`config.mk`:
```
export PLATFORM = sky130hd
export DESIGN_NAME = tsp_poller
export DESIGN_NICKNAME = d
export VERILOG_FILES = /design/src/rtl/tsp_pkg.sv /design/src/rtl/tsp_tick_gen.sv /design/src/rtl/tsp_delay.sv /design/src/rtl/tsp_shreg.sv /design/src/rtl/tsp_poller.sv
export SDC_FILE = /design/constraint.sdc
export NUM_CORES = 1
export LEC_CHECK = 0
export BUFFER_PORTS_ARGS = -buffer_cell sky130_fd_sc_hd__buf_2
export CAP_MARGIN = 20
export CORE_ASPECT_RATIO = 0.75
export CORE_UTILIZATION = 55
export DETAILED_ROUTE_END_ITERATION = 6
export GPL_TIMING_DRIVEN = 0
export PLACE_DENSITY = 0.73
export SYNTH_ARGS = -nofsm -noshare
export SYNTH_HDL_FRONTEND = slang
export SYNTH_HIERARCHICAL = 1
export SYNTH_SLANG_ARGS = --single-unit
```
`constraint.sdc`:
```
create_clock -name clk -period 3.9 [get_ports clk]
set_clock_uncertainty 0.05 [all_clocks]
set_input_delay 0.78 -clock clk [delete_from_list [all_inputs] [get_ports clk]]
set_output_delay 0.78 -clock clk [all_outputs]
set_load 0.02 [all_outputs]
```
`src/rtl/tsp_pkg.sv`:
```
package tsp_pkg;
    typedef enum logic [2:0] {
        ST_IDLE,
        ST_CMD,
        ST_GAP,
        ST_RESP,
        ST_DONE
    } tsp_state_e;
endpackage

```
`src/rtl/tsp_tick_gen.sv`:
```
module tsp_tick_gen #(
    parameter int HALF_CYCLES = 25
) (
    input  logic clk,
    input  logic rst_n,
    input  logic run,
    output logic tick
);
    localparam int CW = (HALF_CYCLES > 1) ? $clog2(HALF_CYCLES) : 1;
    localparam logic [CW-1:0] LAST = CW'(HALF_CYCLES - 1);

    logic [CW-1:0] cnt_q;

    always_ff @(posedge clk or negedge rst_n) begin
        if (!rst_n) begin
            cnt_q <= '0;
        end else if (!run || cnt_q == LAST) begin
            cnt_q <= '0;
        end else begin
            cnt_q <= cnt_q + 1'b1;
        end
    end

    assign tick = run && (cnt_q == LAST);
endmodule

```
`src/rtl/tsp_delay.sv`:
```
module tsp_delay #(
    parameter int CYCLES = 100000
) (
    input  logic clk,
    input  logic rst_n,
    input  logic arm,
    output logic expired
);
    localparam int CW = (CYCLES > 1) ? $clog2(CYCLES) : 1;

    logic [CW-1:0] cnt_q;
    logic          active_q;

    always_ff @(posedge clk or negedge rst_n) begin
        if (!rst_n) begin
            cnt_q    <= '0;
            active_q <= 1'b0;
        end else if (arm) begin
            cnt_q    <= CW'(CYCLES - 1);
            active_q <= 1'b1;
        end else if (active_q) begin
            if (cnt_q == '0) begin
                active_q <= 1'b0;
            end else begin
                cnt_q <= cnt_q - 1'b1;
            end
        end
    end

    assign expired = active_q && (cnt_q == '0);
endmodule

```
`src/rtl/tsp_shreg.sv`:
```
module tsp_shreg #(
    parameter int W = 16
) (
    input  logic         clk,
    input  logic         rst_n,
    input  logic         load,
    input  logic [W-1:0] ld_val,
    input  logic         shift,
    input  logic         sin,
    output logic [W-1:0] q
);
    always_ff @(posedge clk or negedge rst_n) begin
        if (!rst_n) begin
            q <= '0;
        end else if (load) begin
            q <= ld_val;
        end else if (shift) begin
            q <= {q[W-2:0], sin};
        end
    end
endmodule

```
`src/rtl/tsp_poller.sv`:
```
module tsp_poller
    import tsp_pkg::*;
#(
    parameter int          HALF_CYCLES = 25,
    parameter int          WAIT_CYCLES = 100000,
    parameter int          FRAME_BITS  = 16,
    parameter int          FRAC_DROP   = 3,
    parameter logic [15:0] CMD_WORD    = 16'h8000
) (
    input  logic                         clk,
    input  logic                         rst_n,
    input  logic                         start,
    output logic                         sclk,
    output logic                         cs_n,
    output logic                         sdio_oe,
    output logic                         sdio_out,
    input  logic                         sdio_in,
    output logic signed [FRAME_BITS-1:0] temp,
    output logic                         done
);
    localparam int BW = $clog2(FRAME_BITS);
    localparam logic [BW-1:0] LAST_BIT = BW'(FRAME_BITS - 1);

    tsp_state_e state_q, state_d;

    logic          run, tick, rise, fall, last_fall, arm, expired;
    logic          ph_q;
    logic [BW-1:0] bit_q;
    logic [FRAME_BITS-1:0] tx_q, rx_q;
    logic          kick;

    assign run       = (state_q == ST_CMD) || (state_q == ST_RESP);
    assign rise      = tick && !ph_q;
    assign fall      = tick && ph_q;
    assign last_fall = fall && (bit_q == LAST_BIT);
    assign kick      = (state_q == ST_IDLE) && start;
    assign arm       = (state_q == ST_CMD) && last_fall;

    tsp_tick_gen #(.HALF_CYCLES(HALF_CYCLES)) u_tick (
        .clk(clk), .rst_n(rst_n), .run(run), .tick(tick)
    );

    tsp_delay #(.CYCLES(WAIT_CYCLES)) u_delay (
        .clk(clk), .rst_n(rst_n), .arm(arm), .expired(expired)
    );

    tsp_shreg #(.W(FRAME_BITS)) u_tx (
        .clk(clk), .rst_n(rst_n),
        .load(kick), .ld_val(FRAME_BITS'(CMD_WORD)),
        .shift((state_q == ST_CMD) && fall), .sin(1'b0),
        .q(tx_q)
    );

    tsp_shreg #(.W(FRAME_BITS)) u_rx (
        .clk(clk), .rst_n(rst_n),
        .load(kick), .ld_val('0),
        .shift((state_q == ST_RESP) && rise), .sin(sdio_in),
        .q(rx_q)
    );

    // Serial clock phase and bit position
    always_ff @(posedge clk or negedge rst_n) begin
        if (!rst_n) begin
            ph_q  <= 1'b0;
            bit_q <= '0;
        end else if (!run) begin
            ph_q  <= 1'b0;
            bit_q <= '0;
        end else if (tick) begin
            ph_q <= !ph_q;
            if (ph_q) begin
                bit_q <= (bit_q == LAST_BIT) ? '0 : bit_q + 1'b1;
            end
        end
    end

    // Next-state logic
    always_comb begin
        state_d = state_q;
        unique case (state_q)
            ST_IDLE: if (start)     state_d = ST_CMD;
            ST_CMD:  if (last_fall) state_d = ST_GAP;
            ST_GAP:  if (expired)   state_d = ST_RESP;
            ST_RESP: if (last_fall) state_d = ST_DONE;
            ST_DONE:                state_d = ST_IDLE;
            default:                state_d = ST_IDLE;
        endcase
    end

    // State register
    always_ff @(posedge clk or negedge rst_n) begin
        if (!rst_n) state_q <= ST_IDLE;
        else        state_q <= state_d;
    end

    // Registered outputs
    logic signed [FRAME_BITS-1:0] rx_s;
    assign rx_s = rx_q;

    always_ff @(posedge clk or negedge rst_n) begin
        if (!rst_n) begin
            cs_n    <= 1'b1;
            sdio_oe <= 1'b0;
            done    <= 1'b0;
            temp    <= '0;
        end else begin
            cs_n    <= !((state_d == ST_CMD) || (state_d == ST_GAP) || (state_d == ST_RESP));
            sdio_oe <= (state_d == ST_CMD);
            done    <= (state_d == ST_DONE);
            if (state_d == ST_DONE) begin
                temp <= rx_s >>> FRAC_DROP;
            end
        end
    end

    assign sclk     = ph_q;
    assign sdio_out = sdio_oe & tx_q[FRAME_BITS-1];
endmodule

```
# Word-level counts from Yosys, hierarchy flattened
# Cells that the tools add are included.
[classes]
n_eq_ne = 12
bitwise_logic = 1
reduce_logical = 23
n_mux = 22
addsub = 3
[ops]
columns = ["operator", "count"]
rows = [
  ["16-bit 2-to-1 mux", 4],
  ["17-bit 2-to-1 mux", 3],
  ["17-bit zero test", 1],
  ["17-bit by 1-bit subtractor with 17-bit output, second input constant", 1],
  ["4-bit 2-to-1 mux", 4],
  ["3-bit by 2-bit equality test with 1-bit output, second input constant", 4],
  ["3-bit 2-to-1 mux", 4],
  ["3-bit one-hot mux with 4 select lines", 1],
  ["1-bit logical AND", 9],
  ["3-bit by 1-bit equality test with 1-bit output, second input constant", 2],
  ["2-bit != test, second input constant", 3],
  ["2-bit nonzero test", 3],
  ["5-bit by 1-bit adder with 5-bit output, second input constant", 1],
  ["5-bit equality test, second input constant", 1],
  ["1-bit 2-to-1 mux", 5],
  ["5-bit 2-to-1 mux", 1],
  ["4-bit by 1-bit adder with 4-bit output, second input constant", 1],
  ["4-bit equality test, second input constant", 1],
  ["1-bit logical OR", 4],
  ["2-bit AND reduction", 2],
  ["3-bit equality test, second input constant", 1],
  ["1-bit zero test", 3],
  ["3-bit zero test", 1],
  ["1-bit AND", 1],
]
[word_totals]
out_inout_bits = 21
word_cells = 73
regBits = 79

# Longest topological paths before layout
# Gate-level depths: netlist (run 1).
[depth]
word_depth = 11
ltp_mapped = 11

# Hierarchy
# Netlist (run 1), hierarchy kept.
[modules_own_cells]
columns = ["module", "instances", "area_per_inst_um2", "seq_area_each_um2", "cells_per_inst"]
rows = [
  ["tsp_shreg", 2, 744.5, 400.4, 69],
  ["tsp_poller", 1, 1094.8, 601.8, 92],
  ["tsp_delay", 1, 985.9, 450.4, 98],
  ["tsp_tick_gen", 1, 285.3, 125.1, 23],
]

# Least setup slack after synthesis (run 1)
# OpenSTA, ideal clock, no wires.
[synth_timing]
path_type = "reg-to-reg"
start = "reg state_q[2]"
end = "reg u_delay.cnt_q[11]"
stages_incl_launch_ff = 11
period_less_slack_ns = 2.510
arrival_time_ns = 2.335
t_required_ns = 3.725
setup_ns = 0.125
n_path_buf = 3
setup_slack_ns = 1.390
path_cell_list = "dfrtp_1 -> clkbuf_2 -> nand2b_1 -> clkbuf_1 -> inv_1 -> and2_2 -> nand2_1 -> nor3_1 -> clkbuf_1 -> nor2_1 -> mux2_2"
[synth_between]
elab_chain_len = 8
word_cells_on_any_way = 11
[synth_rtl]
columns = ["element", "line_no", "rtl"]
rows = [
  ["start: declaration", "tsp_poller.sv:24", "tsp_state_e state_q, state_d;"],
  ["start signal: assignment", "tsp_poller.sv:93", "else state_q <= state_d;"],
  ["3-bit by 1-bit equality test with 1-bit output or 3-bit by 2-bit equality test with 1-bit output (tied branches)", "tsp_poller.sv:32", "assign run = (state_q == ST_CMD) || (state_q == ST_RESP);"],
  ["1-bit logical OR (*)", "tsp_poller.sv:32", ""],
  ["named net run", "tsp_poller.sv:26", "logic run, tick, rise, fall, last_fall, arm, expired;"],
  ["1-bit logical AND (*)", "tsp_tick_gen.sv:24", "assign tick = run && (cnt_q == LAST);"],
  ["named net tick", "tsp_poller.sv:26", ""],
  ["1-bit logical AND (*)", "tsp_poller.sv:34", "assign fall = tick && ph_q;"],
  ["1-bit logical AND (*)", "tsp_poller.sv:35", "assign last_fall = fall && (bit_q == LAST_BIT);"],
  ["1-bit logical AND (*)", "tsp_poller.sv:37", "assign arm = (state_q == ST_CMD) && last_fall;"],
  ["named net arm", "tsp_poller.sv:26", ""],
  ["2-bit != test (no line) or 2-bit nonzero test (tied branches)", "--", ""],
  ["2-bit AND reduction (no line)", "--", ""],
  ["end signal: assignment", "tsp_delay.sv:19", "cnt_q <= CW'(CYCLES - 1);"],
  ["end signal: assignment", "tsp_delay.sv:25", "cnt_q <= cnt_q - 1'b1;"],
  ["end: declaration", "tsp_delay.sv:11", "logic [CW-1:0] cnt_q;"],
]
# Mark *: on every way through the listed nets, which the timed path passes. The rest lies on a longest branch.
# A chain may end at the register's enable or synchronous reset.

# Final worst setup path (run 1)
[layout_timing]
start = "reg state_q[2]"
end = "reg u_delay.cnt_q[1]"
# The elaborated chain is that of the path after synthesis.

==> metrics.cfg, run 1 <==
[cts]
clk_path_buf_depth=2
hold_buffers=0
cts_sinks=79
insertion_delay_ps=350
root_buffer=clkbuf_8
cts_buffers=9
cts_tree=done
path_clk_slew_ps=80
htreeDepth=3
cts_setup_buffers=0
cts-resized-gates=0

[routing]
wl_per_cell_um=14.3
postRouteAntennaNets=0
drt-total-wl_um=7230
vias_per_cell=5.36
drc=0
dr.pass1.iters=6
dr.first_iter.drc_count=96
num_vias=2718

[sta]
rsz0062_at_grt=false
tightest_slew_ps=939
setup_tns_ps=0
fin_crit_sh_pct=83.1
hold_viol_final=0
drv_slew=0
setup_viol=0
slew_headroom_pct=37.2
period_needed_ps=3240
clock.fmax_mhz=308
setup_ws_ps=658

[yosys]
synth-compound-area-share_pct=9.80
synth-simple-area-share_pct=18.1
yosys_register_bits=79
ys_warn_count=6
synthAdderAreaFrac_pct=1.30
synth_edf_count=0
yosysTopAreaCell=dfrtp_1
synth_top_family_by_area=simple AND/OR/NAND/NOR gates
seq_area_frac_synth_pct=51.3
synthCells=351
synth_xor_area_share_pct=0.909
synth-async-reset-ratio_pct=100
syn_area_um2=3850
syn_avg_cell_area_um2=11.0
synth_ff_type=dfrtp_1
synth_top_area_share_pct=50.6
synth.distinct_cells=54
synth.mux.area_fraction_pct=13.2
synthTopCellsByArea=dfrtp_1 51%, mux2i_1 8.6%, mux2_2 4.7%, nand2_1 4.2%, o21ai_1 2.6%

[global_route]
grt_max_degree=56
antenna_found_initial=0
grt_pass1_wl_um=12000
gr-total-overflow=0
track_usage_pct=21.1
grt_pass1_vias=2538

[pwr]
power.density_nw_per_um2=376
power.leakage_nw=1.97
peakVddDrop_uv=194

[floorplanning]
rows=26
die_x_um=98.7
coreArea_um2=6800
dieArea_um2=7350
die_y_um=74.5
io_pins=25
start_util_pct=56.7

[cells_and_area]
synthToLayoutAreaGrowth_pct=13.9
drive_above_1_share_pct=20.3
layout_commonest_cell=dfrtp_1
layout.nets=426
num_antenna_cells=0
utilization_pct=64.6
layout_common_cells=78 x dfrtp_1, 43 x nand2_1, 33 x mux2i_1, 33 x conb_1, 26 x buf_2
final_cells=507

[worst_setup_path]
end_kind=flip-flop
start_kind=flip-flop
required_ps=4120
criticalPathCategory=flip-flop to flip-flop
cp.arrival_ps=3460
critPathMaxFanout=10

[place]
place_inst=491
dp_hpwl_um=4940
place_ws_ps=682
port_buffers=24
gp_congestion=0.780

[run]
maxCapViolCount=0

[hold_path]
hp-class=input port to async pin

[status]
status=finished, final reports clean

## metrics by stage
| stage | hold WS, ps | instance area, um2 | power [W] |
|---|---|---|---|
| 2_1_floorplan | 417 | 3970 | 0.00109 |
| 3_3_place_gp | 437 | 4200 | 0.00113 |
| 3_5_place_dp | 440 | 4230 | 0.00115 |
| 4_1_cts | 282 | 4390 | 0.00167 |
| 5_1_grt | 291 | 4390 | 0.00174 |
| 6_report | 281 | 4390 | 0.00165 |
## worst paths after layout
| path | from | end | slack (ps) | cells after the start |
|---|---|---|---|---|
| max | state_q[2]$_DFF_PN0_ | u_delay/cnt_q[1]$_DFFE_PN0P_ | 660 | 10 |
| min | rst_n | u_tx/q[15]$_DFFE_PN0P_ | 280 | 1 |
| max reg2reg | state_q[2]$_DFF_PN0_ | u_delay/cnt_q[1]$_DFFE_PN0P_ | 660 | 10 |
| min reg2reg | temp[0]$_DFFE_PN0P_ | temp[0]$_DFFE_PN0P_ | 460 | 1 |
| max in group asynchronous | rst_n | cs_n$_DFF_PN1_ | 2890 | 2 |
| min in group clk | temp[0]$_DFFE_PN0P_ | temp[0]$_DFFE_PN0P_ | 460 | 1 |
## worst max-delay path, stage by stage (launching register included)
cell      delay [ps]
dfrtp_1          370
clkbuf_2         190
nand2b_1         170
clkbuf_1         190
inv_1            170
and2_2           250
nand2_1          190
nor3_1           730
clkbuf_1         450
inv_1            260
o211ai_1         140
## state kept, by name, indices dropped and copies added (netlist names)
| signal | flops |
|---|---|
| temp | 13 |
| sdio_oe | 1 |
| sclk | 1 |
| bit_q | 4 |
| state_q | 3 |
| u_delay/cnt_q | 17 |
| cs_n | 1 |
| done | 1 |
| u_tx/q | 16 |
| u_rx/q | 16 |
| u_tick/cnt_q | 5 |
| u_delay/active_q | 1 |
## where the power goes
group          internal, W  switching, W
clock network     0.000229      0.000285
registers         0.000892     0.0000649
logic            0.0000849     0.0000943
total              0.00121      0.000444
## final cells by class
class,instances,area (um2)
Timing Repair Buffer,25,150
Tap cell,84,105
Multi-Input combinational cell,272,1800
Fill cell,558,2410
Inverter,9,33.8
Buffer,22,165
Sequential cell,79,1980
Clock inverter,4,22.5
Clock buffer,12,135
## cell families after synthesis
family	count (synthesis)
AOI/OAI and AO/OA	66
xor gates and xnor gates	4
adders and majority gates	4
buffers and inverters	31
DFF	79
muxes	49
other	2
and+or+nand+nor	116
## layer usage
metal  track usage (%)  share of wire [%]  vias to the layer above
met5                 0                  0                        -
met4              4.48               0.76                        0
met3              6.20                3.0                        6
met2              33.5                 46                       33
met1              29.3                 50                     1321
li1                  -                  -                     1358
## Yosys cell counts, types with 2 or more instances
| cell | n |
|---|---|
| clkbuf_1 | 8 |
| or2_2 | 2 |
| nand3_1 | 8 |
| mux2_2 | 16 |
| or3_1 | 5 |
| nor2b_1 | 5 |
| or4_1 | 6 |
| ha_1 | 4 |
| nand2_1 | 43 |
| a21oi_1 | 11 |
| conb_1 | 2 |
| buf_6 | 4 |
| xnor2_1 | 3 |
| nor3_1 | 5 |
| nor4b_1 | 2 |
| buf_12 | 2 |
| o21ai_0 | 19 |
| o211ai_1 | 2 |
| buf_2 | 3 |
| mux2i_1 | 33 |
| dfrtp_1 | 78 |
| nor3b_1 | 2 |
| and4_2 | 2 |
| o31ai_1 | 6 |
| nor2_1 | 10 |
| nor4_4 | 3 |
| a21o_1 | 2 |
| buf_4 | 4 |
| nor4_1 | 8 |
| a211oi_1 | 2 |
| o21ai_1 | 20 |
| inv_1 | 9 |
(Power assumes the default switching activity.)
==> inputs of run 2 (changes only) <==
ABC_AREA = 1   (was default)
clock period = 3 ns   (was 3.9 ns; I/O delays follow)
==> metrics.cfg, run 2 <==
[yosys]
synth.distinct_cells=33
synth_edf_count=0
ys_warn_count=6
syn_avg_cell_area_um2=7.89
synth_ff_type=dfrtp_1
synthTopCellsByArea=dfrtp_1 48%, nand2_1 18%, nand3_1 13%, nor2_1 4.2%, inv_1 2.3%
yosysMostFrequentCell=nand2_1
yosysTopAreaCell=dfrtp_1
synth-async-reset-ratio_pct=100
synthCells=514
synth_top_area_share_pct=48.1
seq_area_frac_synth_pct=48.8
yosys_register_bits=79
syn_area_um2=4050
ys_top_cells_by_count=189 x nand2_1, 103 x nand3_1, 78 x dfrtp_1

[floorplanning]
io_pins=25
die_y_um=76.4
rows=26
die_x_um=101
coreArea_um2=6960
dieArea_um2=7720
start_util_pct=58.2

[routing]
drc=0
postRouteAntennaNets=0
dr.first_iter.drc_count=153
dr.pass1.iters=5
num_vias=3328
drt-total-wl_um=8000
vias_per_cell=4.86
wl_per_cell_um=11.7

[place]
port_buffers=24
gp_congestion=0.887
dp_hpwl_um=5680

[global_route]
grt_max_degree=58
track_usage_pct=23.2
antenna_found_initial=0
grt_pass1_wl_um=14000
gr-usage-met2_pct=34.3
grt_pass1_vias=3029
grtUsageMet3_pct=4.68
met1_usage_pct=34.0
gr-total-overflow=0
busiest_layer=met2

[cells_and_area]
top_register=u_delay/cnt_q
num_antenna_cells=0
drive_above_1_share_pct=14.8
multi_input_area_um2=1890
fill_cells=629
largest_reg_flops=17
reg.largest.list=u_delay/cnt_q: 17 flops, u_rx/q: 16 flops, u_tx/q: 16 flops
layout_common_cells=189 x nand2_1, 103 x nand3_1, 78 x dfrtp_1
layout_commonest_cell=nand2_1
utilization_pct=67.1
layout.area.seq_um2=1980
synthToLayoutAreaGrowth_pct=15.3
layout.nets=590

[worst_setup_path]
required_ps=3190
criticalPathCategory=flip-flop to flip-flop
reg2reg_slack_ps=330
cp.arrival_ps=2860
critPathMaxFanout=10
start_kind=flip-flop
rr_startpoint=state_q[0]$_DFF_PN0_
end_kind=flip-flop
startpoint=state_q[0]$_DFF_PN0_

[cts]
hold_buffers=0
htreeDepth=3
root_buffer=clkbuf_8
cts_sinks=79
insertion_delay_ps=340
cts_buffers=9
clk_path_buf_depth=2
cts_tree=done
path_clk_slew_ps=80

[hold_path]
hp-class=input port to async pin

[sta]
hold_slack_ps=97.7
setup_viol=0
hold_viol_final=0
fin_crit_sh_pct=88.9
clock.fmax_mhz=375
rsz0062_at_grt=false
setup_tns_ps=0
drv_slew=0
period_needed_ps=2670

[pwr]
power.leakage_nw=2.66
power.density_nw_per_um2=415
power.total_w=0.00194
peakVddDrop_uv=292

[status]
status=finished, final reports clean

[run]
maxCapViolCount=0

[run 2: cell types whose count changed in the layout (fill, tap and decap cells not counted), sizes merged, moves of 6 or more]
cell	before	now
or3	6	0
buf	38	45
nor2	10	53
nand3	9	105
nor4	12	0
o31ai	6	0
inv	9	30
o21ai	39	3
mux2i	33	0
a21oi	11	1
nand2	43	195
mux2	16	0
or4	7	0
[run 2: per-layer routing]
| layer | wire (um) | vias up |
|---|---|---|
| met3 | 439 | 4 |
| li1 | - | 1741 |
| met4 | 60 | 0 |
| met1 | 3950 | 1508 |
| met2 | 3550 | 75 |
| met5 | 0 | - |
[run 2: cell families (layout without fill, tap and decap cells)]
family | Yosys count | in the layout | share of synthesized area, %
buf+inv | 53 | 95 | 7.44
other cells | 2 | 33 | 0.185
simple gates | 365 | 365 | 40.4
flops | 79 | 79 | 48.8
fa+ha+maj | 4 | 4 | 1.23
compound gates | 5 | 5 | 0.679
xor+xnor | 6 | 6 | 1.30
[run 2: worst paths after layout]
path / endpoint / cells past startpoint
min in group clk: temp[9]$_DFFE_PN0P_ / 2
worst min register to register: temp[9]$_DFFE_PN0P_ / 2
max in group asynchronous: u_rx/q[9]$_DFFE_PN0P_ / 2
worst max-delay path: u_delay/cnt_q[9]$_DFFE_PN0P_ / 12
worst max register to register: u_delay/cnt_q[9]$_DFFE_PN0P_ / 12
worst min-delay path: u_tick/cnt_q[4]$_DFF_PN0_ / 1
[run 2: final cells by class]
cell class              count  share of cell area (%)
flip-flops and latches     79                    42.3
repair buffers             26                    3.37
inverters                  32                    2.68
plain buffers              21                    3.85
clock inverters             2                   0.803
well taps                  98                    2.62
clock buffers              14                    3.91
multi-input cells         413                    40.4
[run 2: critical path, cell delays in order, from the launching register on]
cell	delay, ps
dfrtp_1	400
inv_2	90
nor2_2	270
inv_1	70
nor2_1	200
nand2_1	210
nor2_1	190
nand3_1	130
inv_2	180
clkinvlp_4	240
clkbuf_1	300
nand3_1	170
nand2_1	60
[run 2: what timing repair did]
| action | in CTS | in global routing |
|---|---|---|
| buffers inserted | 0 | 1 |
| setup endpoints to repair | 0 | 17 |
| gates resized for setup | 0 | 2 |
[run 2: report_power, final]
group	internal, W	total, W	switching [W]
Sequential	0.00106	0.00106	0
Combinational	0.00000597	0.0000319	0.0000259
Clock	0.000476	0.000843	0.000366
[run 2: per-stage QoR]
stage          cell area, um2  worst slack (ps)  std cells
6_report                 4670               332        685
5_1_grt                  4670              32.2        685
4_1_cts                  4660               181        684
3_5_place_dp             4440               201        668
3_3_place_gp             4410               178        667
2_1_floorplan            4170               783        545
